$ cat src/rtl/mii_mgmt_pkg.sv
package mii_mgmt_pkg;
  localparam int DATA_W = 16;

  // register numbers
  localparam int RN_CTRL   = 0;
  localparam int RN_STAT   = 1;
  localparam int RN_ID_HI  = 2;
  localparam int RN_ID_LO  = 3;
  localparam int RN_ADV    = 4;
  localparam int RN_PART   = 5;
  localparam int RN_EXPAN  = 6;

  // control bits
  localparam logic [DATA_W-1:0] CTL_SWRESET = 16'h8000;
  localparam logic [DATA_W-1:0] CTL_SPD100  = 16'h2000;
  localparam logic [DATA_W-1:0] CTL_ANEN    = 16'h1000;
  localparam logic [DATA_W-1:0] CTL_FDX     = 16'h0100;
  localparam logic [DATA_W-1:0] CTL_DEFAULT = CTL_SPD100 | CTL_ANEN | CTL_FDX;

  // ability bits shared by advertisement and partner words
  localparam logic [DATA_W-1:0] AB_TXFD  = 16'h0100;
  localparam logic [DATA_W-1:0] AB_TX    = 16'h0080;
  localparam logic [DATA_W-1:0] AB_10FD  = 16'h0040;
  localparam logic [DATA_W-1:0] AB_10    = 16'h0020;
  localparam logic [DATA_W-1:0] AB_SEL   = 16'h0001;
  localparam logic [DATA_W-1:0] ADV_DEFAULT = AB_TXFD | AB_TX | AB_10FD | AB_10 | AB_SEL;
  localparam logic [DATA_W-1:0] PART_DOWN   = AB_TX;
  localparam logic [DATA_W-1:0] PART_UP     = AB_TX | AB_TXFD | AB_10FD | AB_10 | AB_SEL;

  // status bits
  localparam logic [DATA_W-1:0] ST_TXFD  = 16'h4000;
  localparam logic [DATA_W-1:0] ST_TXHD  = 16'h2000;
  localparam logic [DATA_W-1:0] ST_10FD  = 16'h1000;
  localparam logic [DATA_W-1:0] ST_10HD  = 16'h0800;
  localparam logic [DATA_W-1:0] ST_PRSUP = 16'h0040;
  localparam logic [DATA_W-1:0] ST_ANCMP = 16'h0020;
  localparam logic [DATA_W-1:0] ST_ANABL = 16'h0008;
  localparam logic [DATA_W-1:0] ST_LINK  = 16'h0004;
  localparam logic [DATA_W-1:0] ST_BASE  =
    ST_TXFD | ST_TXHD | ST_10FD | ST_10HD | ST_PRSUP | ST_ANABL;

  localparam logic [DATA_W-1:0] FLOAT_ONES = '1;
endpackage

$ cat src/rtl/mgmt_target.sv
module mgmt_target #(
  parameter int ADDR_W = 8
) (
  input  logic                clk,
  input  logic                rst,
  input  logic                load,
  input  logic [2*ADDR_W-1:0] word,
  output logic [ADDR_W-1:0]   phy_sel,
  output logic [ADDR_W-1:0]   reg_sel
);
  // PHY address lives in the upper field, register number in the lower
  always_ff @(posedge clk) begin
    if (rst) begin
      phy_sel <= '0;
      reg_sel <= '0;
    end else if (load) begin
      phy_sel <= word[2*ADDR_W-1:ADDR_W];
      reg_sel <= word[ADDR_W-1:0];
    end
  end
endmodule

$ cat src/rtl/mgmt_ctrl_regs.sv
module mgmt_ctrl_regs
  import mii_mgmt_pkg::*;
#(
  parameter int ADDR_W = 8
) (
  input  logic              clk,
  input  logic              rst,
  input  logic              wr_hit,
  input  logic [ADDR_W-1:0] reg_sel,
  input  logic [DATA_W-1:0] wr_data,
  output logic [DATA_W-1:0] ctrl_q,
  output logic [DATA_W-1:0] adv_q
);
  logic is_ctrl, is_adv, sw_reset;

  assign is_ctrl  = (reg_sel == ADDR_W'(RN_CTRL));
  assign is_adv   = (reg_sel == ADDR_W'(RN_ADV));
  assign sw_reset = wr_hit && is_ctrl && ((wr_data & CTL_SWRESET) != '0);

  always_ff @(posedge clk) begin
    if (rst || sw_reset) begin
      ctrl_q <= CTL_DEFAULT;
      adv_q  <= ADV_DEFAULT;
    end else if (wr_hit) begin
      if (is_ctrl) ctrl_q <= wr_data;
      if (is_adv)  adv_q  <= wr_data;
    end
  end

  // reset bit reloads both stored registers
  a_r3_swreset_reload: assert property (@(posedge clk) disable iff (rst)
    (wr_hit && is_ctrl && wr_data[DATA_W-1]) |=>
      (ctrl_q == CTL_DEFAULT && adv_q == ADV_DEFAULT));

  // writes to any other number leave stored registers untouched
  a_r8_readonly_stable: assert property (@(posedge clk) disable iff (rst)
    (wr_hit && !is_ctrl && !is_adv) |=> ($stable(ctrl_q) && $stable(adv_q)));

  // plain control write stores the value
  a_r4_ctrl_store: assert property (@(posedge clk) disable iff (rst)
    (wr_hit && is_ctrl && !wr_data[DATA_W-1]) |=> (ctrl_q == $past(wr_data)));
endmodule

$ cat src/rtl/mgmt_link_view.sv
module mgmt_link_view
  import mii_mgmt_pkg::*;
(
  input  logic              link_up,
  output logic [DATA_W-1:0] status_w,
  output logic [DATA_W-1:0] partner_w
);
  always_comb begin
    status_w  = ST_BASE;
    partner_w = PART_DOWN;
    if (link_up) begin
      status_w  = ST_BASE | ST_LINK | ST_ANCMP;
      partner_w = PART_UP;
    end
  end
endmodule

$ cat src/rtl/mii_mgmt_regfile.sv
module mii_mgmt_regfile
  import mii_mgmt_pkg::*;
#(
  parameter int                ADDR_W   = 8,
  parameter logic [ADDR_W-1:0] PHY_ADDR = 8'd1,
  parameter logic [15:0]       ID_HI    = 16'h0D1A,
  parameter logic [15:0]       ID_LO    = 16'h7C21
) (
  input  logic                clk,
  input  logic                rst,
  input  logic                link_up,
  input  logic                tgt_we,
  input  logic [2*ADDR_W-1:0] tgt_wdata,
  input  logic                wr_en,
  input  logic [15:0]         wr_data,
  input  logic                rd_en,
  output logic [15:0]         rd_data,
  output logic                rd_valid
);
  logic [ADDR_W-1:0] phy_sel, reg_sel;
  logic [DATA_W-1:0] ctrl_q, adv_q, status_w, partner_w;
  logic              phy_match;
  logic [DATA_W-1:0] rd_next;

  mgmt_target #(.ADDR_W(ADDR_W)) u_target (
    .clk(clk), .rst(rst), .load(tgt_we), .word(tgt_wdata),
    .phy_sel(phy_sel), .reg_sel(reg_sel)
  );

  assign phy_match = (phy_sel == PHY_ADDR);

  mgmt_ctrl_regs #(.ADDR_W(ADDR_W)) u_ctrl (
    .clk(clk), .rst(rst), .wr_hit(wr_en && phy_match), .reg_sel(reg_sel),
    .wr_data(wr_data), .ctrl_q(ctrl_q), .adv_q(adv_q)
  );

  mgmt_link_view u_link (
    .link_up(link_up), .status_w(status_w), .partner_w(partner_w)
  );

  always_comb begin
    rd_next = '0;
    if (!phy_match) begin
      rd_next = FLOAT_ONES;
    end else begin
      case (reg_sel)
        ADDR_W'(RN_CTRL):  rd_next = ctrl_q;
        ADDR_W'(RN_STAT):  rd_next = status_w;
        ADDR_W'(RN_ID_HI): rd_next = ID_HI;
        ADDR_W'(RN_ID_LO): rd_next = ID_LO;
        ADDR_W'(RN_ADV):   rd_next = adv_q;
        ADDR_W'(RN_PART):  rd_next = partner_w;
        default:           rd_next = '0;
      endcase
    end
  end

  always_ff @(posedge clk) begin
    if (rst) begin
      rd_data  <= '0;
      rd_valid <= 1'b0;
    end else begin
      rd_valid <= rd_en;
      if (rd_en) rd_data <= rd_next;
    end
  end

  // one-cycle valid after each read strobe
  a_r11_valid_follows: assert property (@(posedge clk) disable iff (rst)
    rd_en |=> rd_valid);
  a_r11_valid_quiet: assert property (@(posedge clk) disable iff (rst)
    !rd_en |=> !rd_valid);

  // foreign address floats high
  a_r2_foreign_ones: assert property (@(posedge clk) disable iff (rst)
    (rd_en && tgt_wdata == tgt_wdata && phy_sel != PHY_ADDR) |=> (rd_data == 16'hFFFF));

  // link bit of status tracks the pin at read time
  a_r6_status_link: assert property (@(posedge clk) disable iff (rst)
    (rd_en && phy_match && reg_sel == ADDR_W'(RN_STAT)) |=> (rd_data[2] == $past(link_up)));
endmodule

$ cat config.mk
export PLATFORM = sky130hd
export DESIGN_NAME = mii_mgmt_regfile
export DESIGN_NICKNAME = d
export VERILOG_FILES = /design/src/rtl/mii_mgmt_pkg.sv /design/src/rtl/mgmt_target.sv /design/src/rtl/mgmt_ctrl_regs.sv /design/src/rtl/mgmt_link_view.sv /design/src/rtl/mii_mgmt_regfile.sv
export SDC_FILE = /design/constraint.sdc
export NUM_CORES = 1
export LEC_CHECK = 0
export BUFFER_PORTS_ARGS = -buffer_cell sky130_fd_sc_hd__clkbuf_2
export CAP_MARGIN = 5
export CORE_ASPECT_RATIO = 0.5
export CORE_MARGIN = 2
export CORE_UTILIZATION = 54
export CTS_CLUSTER_SIZE = 25
export DETAILED_ROUTE_END_ITERATION = 8
export GPL_TIMING_DRIVEN = 0
export PLACE_DENSITY_LB_ADDON = 0.12
export SETUP_SLACK_MARGIN = 0.2
export SYNTH_ARGS = -nofsm -noshare
export SYNTH_HDL_FRONTEND = slang
export SYNTH_SLANG_ARGS = --single-unit
$ cat constraint.sdc
create_clock -name clk -period 2.65 [get_ports clk]
set_clock_uncertainty 0.05 [all_clocks]
set_input_delay 0.1325 -clock clk [delete_from_list [all_inputs] [get_ports clk]]
set_output_delay 0.1325 -clock clk [all_outputs]
set_load 0.01 [all_outputs]
==> metrics, run 1 <==
total track usage between 30 and 40%; routed vias/inst between 6 and 7; H-Tree Depth 3; Buf+Inv Stages, Crit Path 2; number of global-route vias before repair 2817; fmax 435 MHz; clk slew on worst S/H paths about 0.07 ns; core area ~5000 µm²; Crit. End Element flip-flop; RSZ-0062 raised after global routing false; Num CTS Buffers 9; Initial DRC Count 231; Final setup violation count 0; Critical Path Fanout Max 10; maximum vdd drop 0.435 mV; CP delay by family, top compound AO/OA/AOI/OAI gates; largest net degree at the start of global routing 13; Ant. Diodes 0; WL/cell ~18 µm; Final Max Tran Viols 0; Avg Inst Size Synth a little under 9 µm²; Rows 18; Setup TNS Final 0 ns; antenna-violating nets left 0; Net Count, Synth between 300 and 400; post-CTS setup buffer count 0; NumNets Final roughly 450; DR pass1 iterations 5; total global routing overflow 0; cells after synthesis around 320; gp weighted congestion slightly above 0.9; share of cells above drive strength 1 19.6%; DR vias 2940; Die Width roughly 110 µm; Min Hold Slack 0.00284 ns; Tmin final around 2.3 ns; Yosys warnings 0; Core Util, Final between 70% and 80%; die height between 50 and 60 µm; Total Routed Length ~8800 µm; CP startpoint kind flip-flop; port bufs 50; Post-DP HPWL 5840 µm; worst slew pin tran about 0.73 ns; worst slew margin relative to its limit between 50% and 60%; drt drc 0; sequential share of the synthesized area 46.3%; final hold vios 0; fin crit share around 87%; Pwr Density roughly 620 nW/µm²; Critical Path Slowest Stage Cell a31oi_1; mapped cell area roughly 2800 µm²; clk sinks 65; fill cell count slightly below 400; global-route wire length before repair around 14000 µm; initial antenna violation count 0; Syn-to-layout area delta 30.5%; most frequent cells in the layout dfxtp_1 (65), clkbuf_2 (53), nor2_1 (34), a21oi_1 (34), dlygate4sd3_1 (29); crit-path most repeated cell clkbuf_1; Max clock buf depth 2; clock root buffer clkbuf_8; status finished clean; CTS tree yes; Die ar. a little under 6000 µm²; commonest non-fill, non-tap cell in the layout dfxtp_1; Max stage delay on crit path between 0.6 and 0.7 ns; worst endpoint required time roughly 2.8 ns; I/O pins 55; initial core utilization a little under three fifths; reg2reg setup slack approximately 0.35 ns; critical path class flip-flop to flip-flop; FF+latch count, synth 65; HP Class input port to flip-flop; max cap viols 0; Synth cell types 36; arrival time at the worst endpoint between 2 and 2.5 ns; leakage around 1.4 nW; worst-skew pair later-pin latency 0.36 ns; CP cell instances clkbuf_1 > nor3_1 > and3_1 > clkbuf_1 > a31oi_1 > nand3_1
[worst paths after layout]
kind / from / endpoint / depth (start not counted)
worst max-delay path: u_target.reg_sel[1] / u_ctrl.adv_q[6] / 6
worst min-delay path: tgt_wdata[1] / u_target.reg_sel[1] / 3
worst max register to register: u_target.reg_sel[1] / u_ctrl.adv_q[6] / 6
worst min register to register: u_ctrl.ctrl_q[15] / u_ctrl.ctrl_q[15] / 2
[report_power, final]
| part | switching, mW | leakage [nW] | internal, mW |
|---|---|---|---|
| registers | 0.0213 | 0.533 | 1.01 |
| logic | 0.182 | 0.798 | 0.124 |
| clock network | 0.412 | 0.109 | 0.529 |
| total | 0.616 | 1.44 | 1.66 |
[metal layers]
| layer | vias up | wire [µm] | global-route usage, % |
|---|---|---|---|
| met3 | 26 | 769 | 8.90 |
| met5 | - | 0 | 0 |
| met2 | 142 | 3950 | 54.1 |
| met1 | 1410 | 3890 | 39.6 |
| li1 | 1362 | - | - |
| met4 | 0 | 195 | 15.6 |
[per-stage QoR]
stage	cell area (µm²)	total power, mW	setup WS [ns]	cells
after detailed placement	3150	1.31	0.307	444
after CTS	3650	2.27	0.241	489
after floorplan	2810	1.21	0.654	324
after global routing	3660	2.35	0.217	489
final	3660	2.28	0.353	489
after global placement	3150	1.30	0.377	444
[worst min-delay path: stages]
cell      delay [ns]
clkbuf_2        0.09
mux2i_1         0.06
nor2_1          0.09
[logic make-up (layout without fill, tap and decap cells)]
| family | count (synthesis) | after routing | share of synthesized area (%) |
|---|---|---|---|
| and+or+nand+nor | 103 | 103 | 20.5 |
| AOI/OAI and AO/OA | 100 | 100 | 21.0 |
| DFF | 65 | 65 | 46.3 |
| buffers and inverters | 38 | 133 | 5.75 |
| muxes | 18 | 18 | 6.42 |
[cell usage after synthesis]
library cell	number	area (µm²)
inv_1	5	18.8
o21ai_0	25	125
nor2_1	34	128
nor4b_1	1	8.76
a221oi_1	1	8.76
a31o_2	1	8.76
mux2i_1	18	180
nand2_1	5	18.8
nand2b_1	5	31.3
a21oi_1	34	170
clkbuf_1	26	97.6
a31oi_1	2	12.5
and3_1	2	12.5
o21ai_2	1	8.76
nor4_1	5	31.3
nor4_4	1	21.3
a22oi_1	5	37.5
a211oi_1	15	113
nand3b_1	1	7.51
and2_1	1	6.26
buf_2	3	15.0
dfxtp_1	65	1300
o22ai_1	1	6.26
o21bai_1	3	22.5
nor3_2	2	20.0
o311ai_0	2	17.5
nor2b_1	2	12.5
nor3_1	5	25.0
nand4b_1	12	105
o21ai_1	8	40.0
nand3_1	25	125
buf_1	2	7.51
or4_4	2	22.5
a41oi_1	1	8.76
o21ba_1	1	10.0
buf_6	2	22.5
[flip-flops by register name (all words and copies together) (netlist names)]
register	flops
rd_data	16
rd_valid	1
u_ctrl.adv_q	16
u_ctrl.ctrl_q	16
u_target.phy_sel	8
u_target.reg_sel	8
[timing repair]
item | 4_1_cts | 5_1_grt
hold endpoints to repair | 33 | 0
gates resized for setup | 0 | 7
setup endpoints to repair | 0 | 22
hold buffers | 29 | 0
[cell type report]
type,count,area [µm²],share of cell area [%]
multi-input cells,221,1350,36.9
well taps,70,87.6,2.39
plain buffers,33,146,3.99
clock inverters,7,95.1,2.59
repair buffers,79,541,14.7
clock buffers,9,124,3.38
flip-flops and latches,65,1300,35.5
inverters,5,18.8,0.512
Power figures use the tool's default switching activity.
==> run 2: changes to the inputs <==
==> constraint.sdc (replaced) <==
create_clock -name clk -period 2.65 [get_ports clk]
set_clock_uncertainty 0.05 [all_clocks]
set_input_delay 0.53 -clock clk [delete_from_list [all_inputs] [get_ports clk]]
set_output_delay 0.53 -clock clk [all_outputs]
set_load 0.01 [all_outputs]
==> run 2 against run 1 <==
Compared with the run above: die area did not move; first-iteration DRC count up 7.8%; global-route usage fell by 1.9 points; core utilization is 5.8 points lower; power fell by 1.8%; sequential power hardly changed; sequential cell count unchanged; highest routed layer unchanged; worst hold slack improved by 0.36 ns; non-clock buffer count decreased by 29; via count down 5.5%; final area decreased by 7.9%; final cell count is 5.9% lower.
==> metrics, run 2 (synthesis gave the netlist of run 1 again) <==
RSZ-0062 raised after global routing false; worst endpoint required time 2.87 ns (+0.07 ns); Total Routed Length 8280 µm (-6.0%); Max stage delay on crit path 0.61 ns (-0.06 ns); DR pass1 iterations 4 (-1); cts hold-fix bufs 0 (-100%); fmax 438 MHz (+0.52%); Largest regs rd_data x16, u_ctrl.adv_q x16, u_ctrl.ctrl_q x16; clk slew on worst S/H paths 0.08 ns (about the same); Max clock buf depth 2 (unchanged); Die Width 106 µm (unchanged); Critical Path Fanout Max 6 (-4); arrival time at the worst endpoint 2.50 ns (+0.05 ns); largest net degree at the start of global routing 13 (unchanged); Crit. End Element flip-flop; Post-DP HPWL 5840 µm (unchanged); I/O pins 55 (unchanged); commonest non-fill, non-tap cell in the layout dfxtp_1; number of global-route vias before repair 2617 (-7.1%); Rows 18 (unchanged); initial antenna violation count 0 (unchanged); Layout Cells excl Fill 460 (-5.9%); CP cell instances or4_4 > nor3_1 > a41oi_1 > a211oi_1; clock root buffer clkbuf_8; Ant. Diodes 0 (unchanged); Tmin final 2.29 ns (-0.0119 ns); # placed instances 444 (unchanged); Die ar. 5830 µm² (unchanged); worst slew pin tran 0.758 ns (+0.0310 ns); gp weighted congestion 0.925 (unchanged); Syn-to-layout area delta 20.2%; fin crit share 86.2% (-0.45 points); CP startpoint kind flip-flop; Setup TNS Final 0 ns (unchanged); DR vias 2779 (-5.5%); fill cell count 445 (+13%); Pwr Density 663 nW/µm² (+6.6%); share of cells above drive strength 1 21.0% (+1.5 points); WL/cell 18.0 µm (about the same); routed vias/inst 6.04 (+0.48%); port bufs 50 (unchanged); Initial DRC Count 249 (+7.8%); clk sinks 65 (unchanged); CTS tree yes; die height 55.0 µm (unchanged); Final Max Tran Viols 0 (unchanged); critical path class flip-flop to flip-flop; global-route wire length before repair 12900 µm (-6.0%); HP Class input port to flip-flop; H-Tree Depth 3 (unchanged); total global routing overflow 0 (unchanged); leakage 1.32 nW (-8.4%); Critical Path Slowest Stage Cell nor3_1; most frequent cells in the layout dfxtp_1 (65), clkbuf_2 (53), nor2_1 (34), a21oi_1 (34); worst slew margin relative to its limit 49.1% (-2.1 points); initial core utilization 56.4% (unchanged); CP delay by family, top simple AND/OR/NAND/NOR gates; antenna-violating nets left 0 (unchanged); post-CTS setup buffer count 0 (unchanged); drt drc 0 (unchanged); status finished clean; Buf+Inv Stages, Crit Path 0 (-2); NumNets Final 423 (-6.4%); Final setup violation count 0 (unchanged); worst-skew pair later-pin latency 0.36 ns (about the same); max cap viols 0 (unchanged); maximum vdd drop 0.430 mV (-1.1%); total track usage 30.2% (-1.9 points); core area 4980 µm² (unchanged); final hold vios 0 (unchanged); Num CTS Buffers 9 (unchanged)
-- run 2: changes by cell type in the layout (fill, tap and decap cells not counted), sizes merged --
cell / delta
dlygate4sd3: -29
-- run 2: worst paths after layout --
check             slack (ns)                 from                   to  cells after the start
setup reg to reg        0.36  u_target.reg_sel[3]           rd_data[0]                      4
hold reg to reg         0.42    u_ctrl.ctrl_q[15]    u_ctrl.ctrl_q[15]                      2
hold / removal          0.36         tgt_wdata[6]  u_target.reg_sel[6]                      3
setup / recovery        0.36  u_target.reg_sel[3]           rd_data[0]                      4
-- run 2: final cells by class --
cell class	instances	area [µm²]	area share, %
multi-input combinational	221	1350	40.0
sequential	65	1300	38.6
timing repair buffer	50	250	7.42
buffer	33	146	4.34
clock buffer	9	124	3.67
clock inverter	7	95.1	2.82
tap	70	87.6	2.60
inverter	5	18.8	0.556
-- run 2: what timing repair did --
action | 4_1_cts | 5_1_grt
hold endpoints to repair | 0 | 0
endpoints found under the setup margin | 0 | 22
resized for setup | 0 | 7
-- run 2: worst reg2reg max path, stage by stage, from the launching register on --
cell,delay (ns)
dfxtp_1,0.33
or4_4,0.59
nor3_1,0.61
a41oi_1,0.33
a211oi_1,0.29
-- run 2: power by group --
group / switching (mW) / internal [mW]
clock: 0.408 / 0.529
sequential: 0.0207 / 1.01
combinational: 0.173 / 0.0959
total: 0.601 / 1.64
-- run 2: per-layer routing --
layer / vias to the layer above / GRT usage, % / part of all wire (%)
li1: 1302 / - / -
met5: - / 0 / 0
met4: 0 / 13.6 / 2.1
met3: 22 / 9.60 / 9.6
met1: 1316 / 38.4 / 46
met2: 139 / 48.6 / 43
-- run 2: through the flow --
stage / hold WS [ns] / setup slack (ns) / power (mW) / cell area [µm²] / utilization, %
3_5_place_dp: 0.395 / 0.307 / 1.31 / 3150 / 63.2
2_1_floorplan: 0.377 / 0.654 / 1.21 / 2810 / -
5_1_grt: 0.378 / 0.217 / 2.31 / 3370 / 67.8
6_report: 0.362 / 0.365 / 2.24 / 3370 / 67.8
3_3_place_gp: 0.396 / 0.377 / 1.30 / 3150 / 63.2
4_1_cts: 0.355 / 0.241 / 2.24 / 3360 / 67.6
==> run 3: changes to the inputs <==
CELL_PAD_IN_SITES_DETAIL_PLACEMENT = 1   (was not set)
CELL_PAD_IN_SITES_GLOBAL_PLACEMENT = 1   (was not set)
CORE_UTILIZATION = 40   (was 54)
SKIP_LAST_GASP = 1   (was not set)
==> run 3 against run 2 <==
Compared with the run above: setup slack better by 0.095 ns; clock power up 11%; register-to-register slack better by 0.095 ns; die area up 33%; combinational power about the same; non-clock buffer count unchanged; critical path depth up 2; power up 4.7%; global-route usage down 4.6 points; routed wire length up 11%; largest power group is now clock.
==> metrics, run 3 (synthesis gave the netlist of run 1 again) <==
status finished clean; maximum vdd drop 0.278 mV (-35%); Num CTS Buffers 9 (unchanged); CP startpoint kind flip-flop; Rows 21 (+3); most frequent cells in the layout dfxtp_1 (65), clkbuf_2 (55), nor2_1 (34), a21oi_1 (34); fmax 457 MHz (+4.3%); total global routing overflow 0 (unchanged); number of global-route vias before repair 2830 (+8.1%); share of cells above drive strength 1 19.8% (-1.2 points); internal power 1.73 mW (+5.8%); RSZ-0062 raised after global routing false; Setup TNS Final 0 ns (unchanged); critical path class flip-flop to flip-flop; worst endpoint required time 2.86 ns (about the same); worst slew margin relative to its limit 54.3% (+5.2 points); HP Class input port to flip-flop; fin crit share 82.6% (-3.6 points); DR vias 2747 (-1.2%); clock share of power 44.2% (+2.3 points); die height 63.2 µm (+15%); Total Routed Length 9150 µm (+11%); Largest regs rd_data x16, u_ctrl.adv_q x16, u_ctrl.ctrl_q x16; Layout Cells excl Fill 480 (+4.3%); core area 6730 µm² (+35%); Min Hold Slack 0.382 ns (+0.0203 ns); post-route cell area 3420 µm² (+1.5%); H-Tree Depth 3 (unchanged); Crit. End Element flip-flop; arrival time at the worst endpoint 2.40 ns (-0.10 ns); post-cts resize count 1 (+1); DR pass1 iterations 4 (unchanged); routed vias/inst 5.72 (-5.3%); final hold vios 0 (unchanged); Pwr Density 684 nW/µm² (+3.1%); post-CTS setup buffer count 0 (unchanged); Final setup violation count 0 (unchanged); Reg power frac 44.2% (-1.9 points); clk slew on worst S/H paths 0.05 ns (-0.03 ns); gp weighted congestion 0.891 (-3.7%); Ant. Diodes 0 (unchanged); clk sinks 65 (unchanged); max cap viols 0 (unchanged); Final Max Tran Viols 0 (unchanged); # placed instances 466 (+5.0%); global-route wire length before repair 14800 µm (+15%); initial antenna violation count 0 (unchanged); total track usage 25.6% (-4.6 points); commonest non-fill, non-tap cell in the layout dfxtp_1; clock root buffer clkbuf_16; switching share of power 26.1% (-0.81 points); Syn-to-layout area delta 22.0%; antenna-violating nets left 0 (unchanged); Tmin final 2.19 ns (-0.0951 ns); cts hold-fix bufs 0 (unchanged); largest net degree at the start of global routing 11 (-2); WL/cell 19.1 µm (+5.9%); NumNets Final 423 (unchanged); leakage 1.33 nW (+1.2%); initial core utilization 41.7% (-15 points); Die ar. 7750 µm² (+33%); CTS tree yes; placed inst area 3170 µm² (+0.87%); Max clock buf depth 2 (unchanged); worst slew pin tran 0.686 ns (-0.0723 ns); Die Width 122 µm (+16%); port bufs 50 (unchanged); Post-DP HPWL 6510 µm (+12%); Final WS setup 0.460 ns (+0.0951 ns); Initial DRC Count 225 (-9.6%); I/O pins 55 (unchanged); Combinational Power Share 11.6% (-0.4 points); worst-skew pair later-pin latency 0.34 ns (-0.02 ns); drt drc 0 (unchanged); post-place setup slack 0.210 ns (-0.0971 ns); Critical Path Fanout Max 10 (+4); switching power 0.610 mW (+1.5%)
-- run 3: cell types whose count changed in the layout (fill, tap and decap cells not counted), sizes merged --
cell	before	now
clkbuf	85	89
clkinv	4	1
bufinv	2	0
clkinvlp	1	0
-- run 3: per-layer routing --
layer | global-route usage, % | wire [µm]
met5 | 0 | 0
met2 | 38.9 | 4130
met3 | 7.70 | 652
met4 | 10.2 | 147
met1 | 34.0 | 4210
-- run 3: worst paths after layout --
path,startpoint,end,slack (ns),depth (start not counted)
min,tgt_wdata[15],u_target.phy_sel[7],0.38,3
min reg2reg,u_ctrl.ctrl_q[9],rd_data[9],0.41,2
max reg2reg,u_target.phy_sel[4],u_ctrl.adv_q[10],0.46,6
max,u_target.phy_sel[4],u_ctrl.adv_q[10],0.46,6
-- run 3: worst max-delay path, stage by stage (launching register included) --
cell and delay (ns):
dfxtp_1 0.31, nor4_1 0.49, and3_1 0.23, clkbuf_1 0.25
clkbuf_1 0.45, nand3_1 0.14, a21oi_1 0.19
-- run 3: layout make-up --
class | count | area [µm²]
fillers | 861 | 3300
multi-input cells | 221 | 1350
flip-flops and latches | 65 | 1300
repair buffers | 50 | 250
clock buffers | 13 | 240
plain buffers | 33 | 149
well taps | 92 | 115
inverters | 5 | 18.8
clock inverters | 1 | 5.00
-- run 3: stage by stage --
| stage | utilization [%] | power (mW) |
|---|---|---|
| global placement | 47.2 | 1.31 |
| detailed placement | 47.2 | 1.32 |
| floorplan | - | 1.21 |
| CTS | 50.8 | 2.35 |
| global route | 50.9 | 2.43 |
| finish | 50.9 | 2.34 |
-- run 3: power groups by stage --
stage	combinational, mW	sequential (mW)	clock (mW)
after floorplan	0.148	1.06	0
after global placement	0.259	1.05	0
after detailed placement	0.265	1.06	0
after CTS	0.269	1.04	1.04
after global routing	0.299	1.04	1.09
final	0.272	1.03	1.04
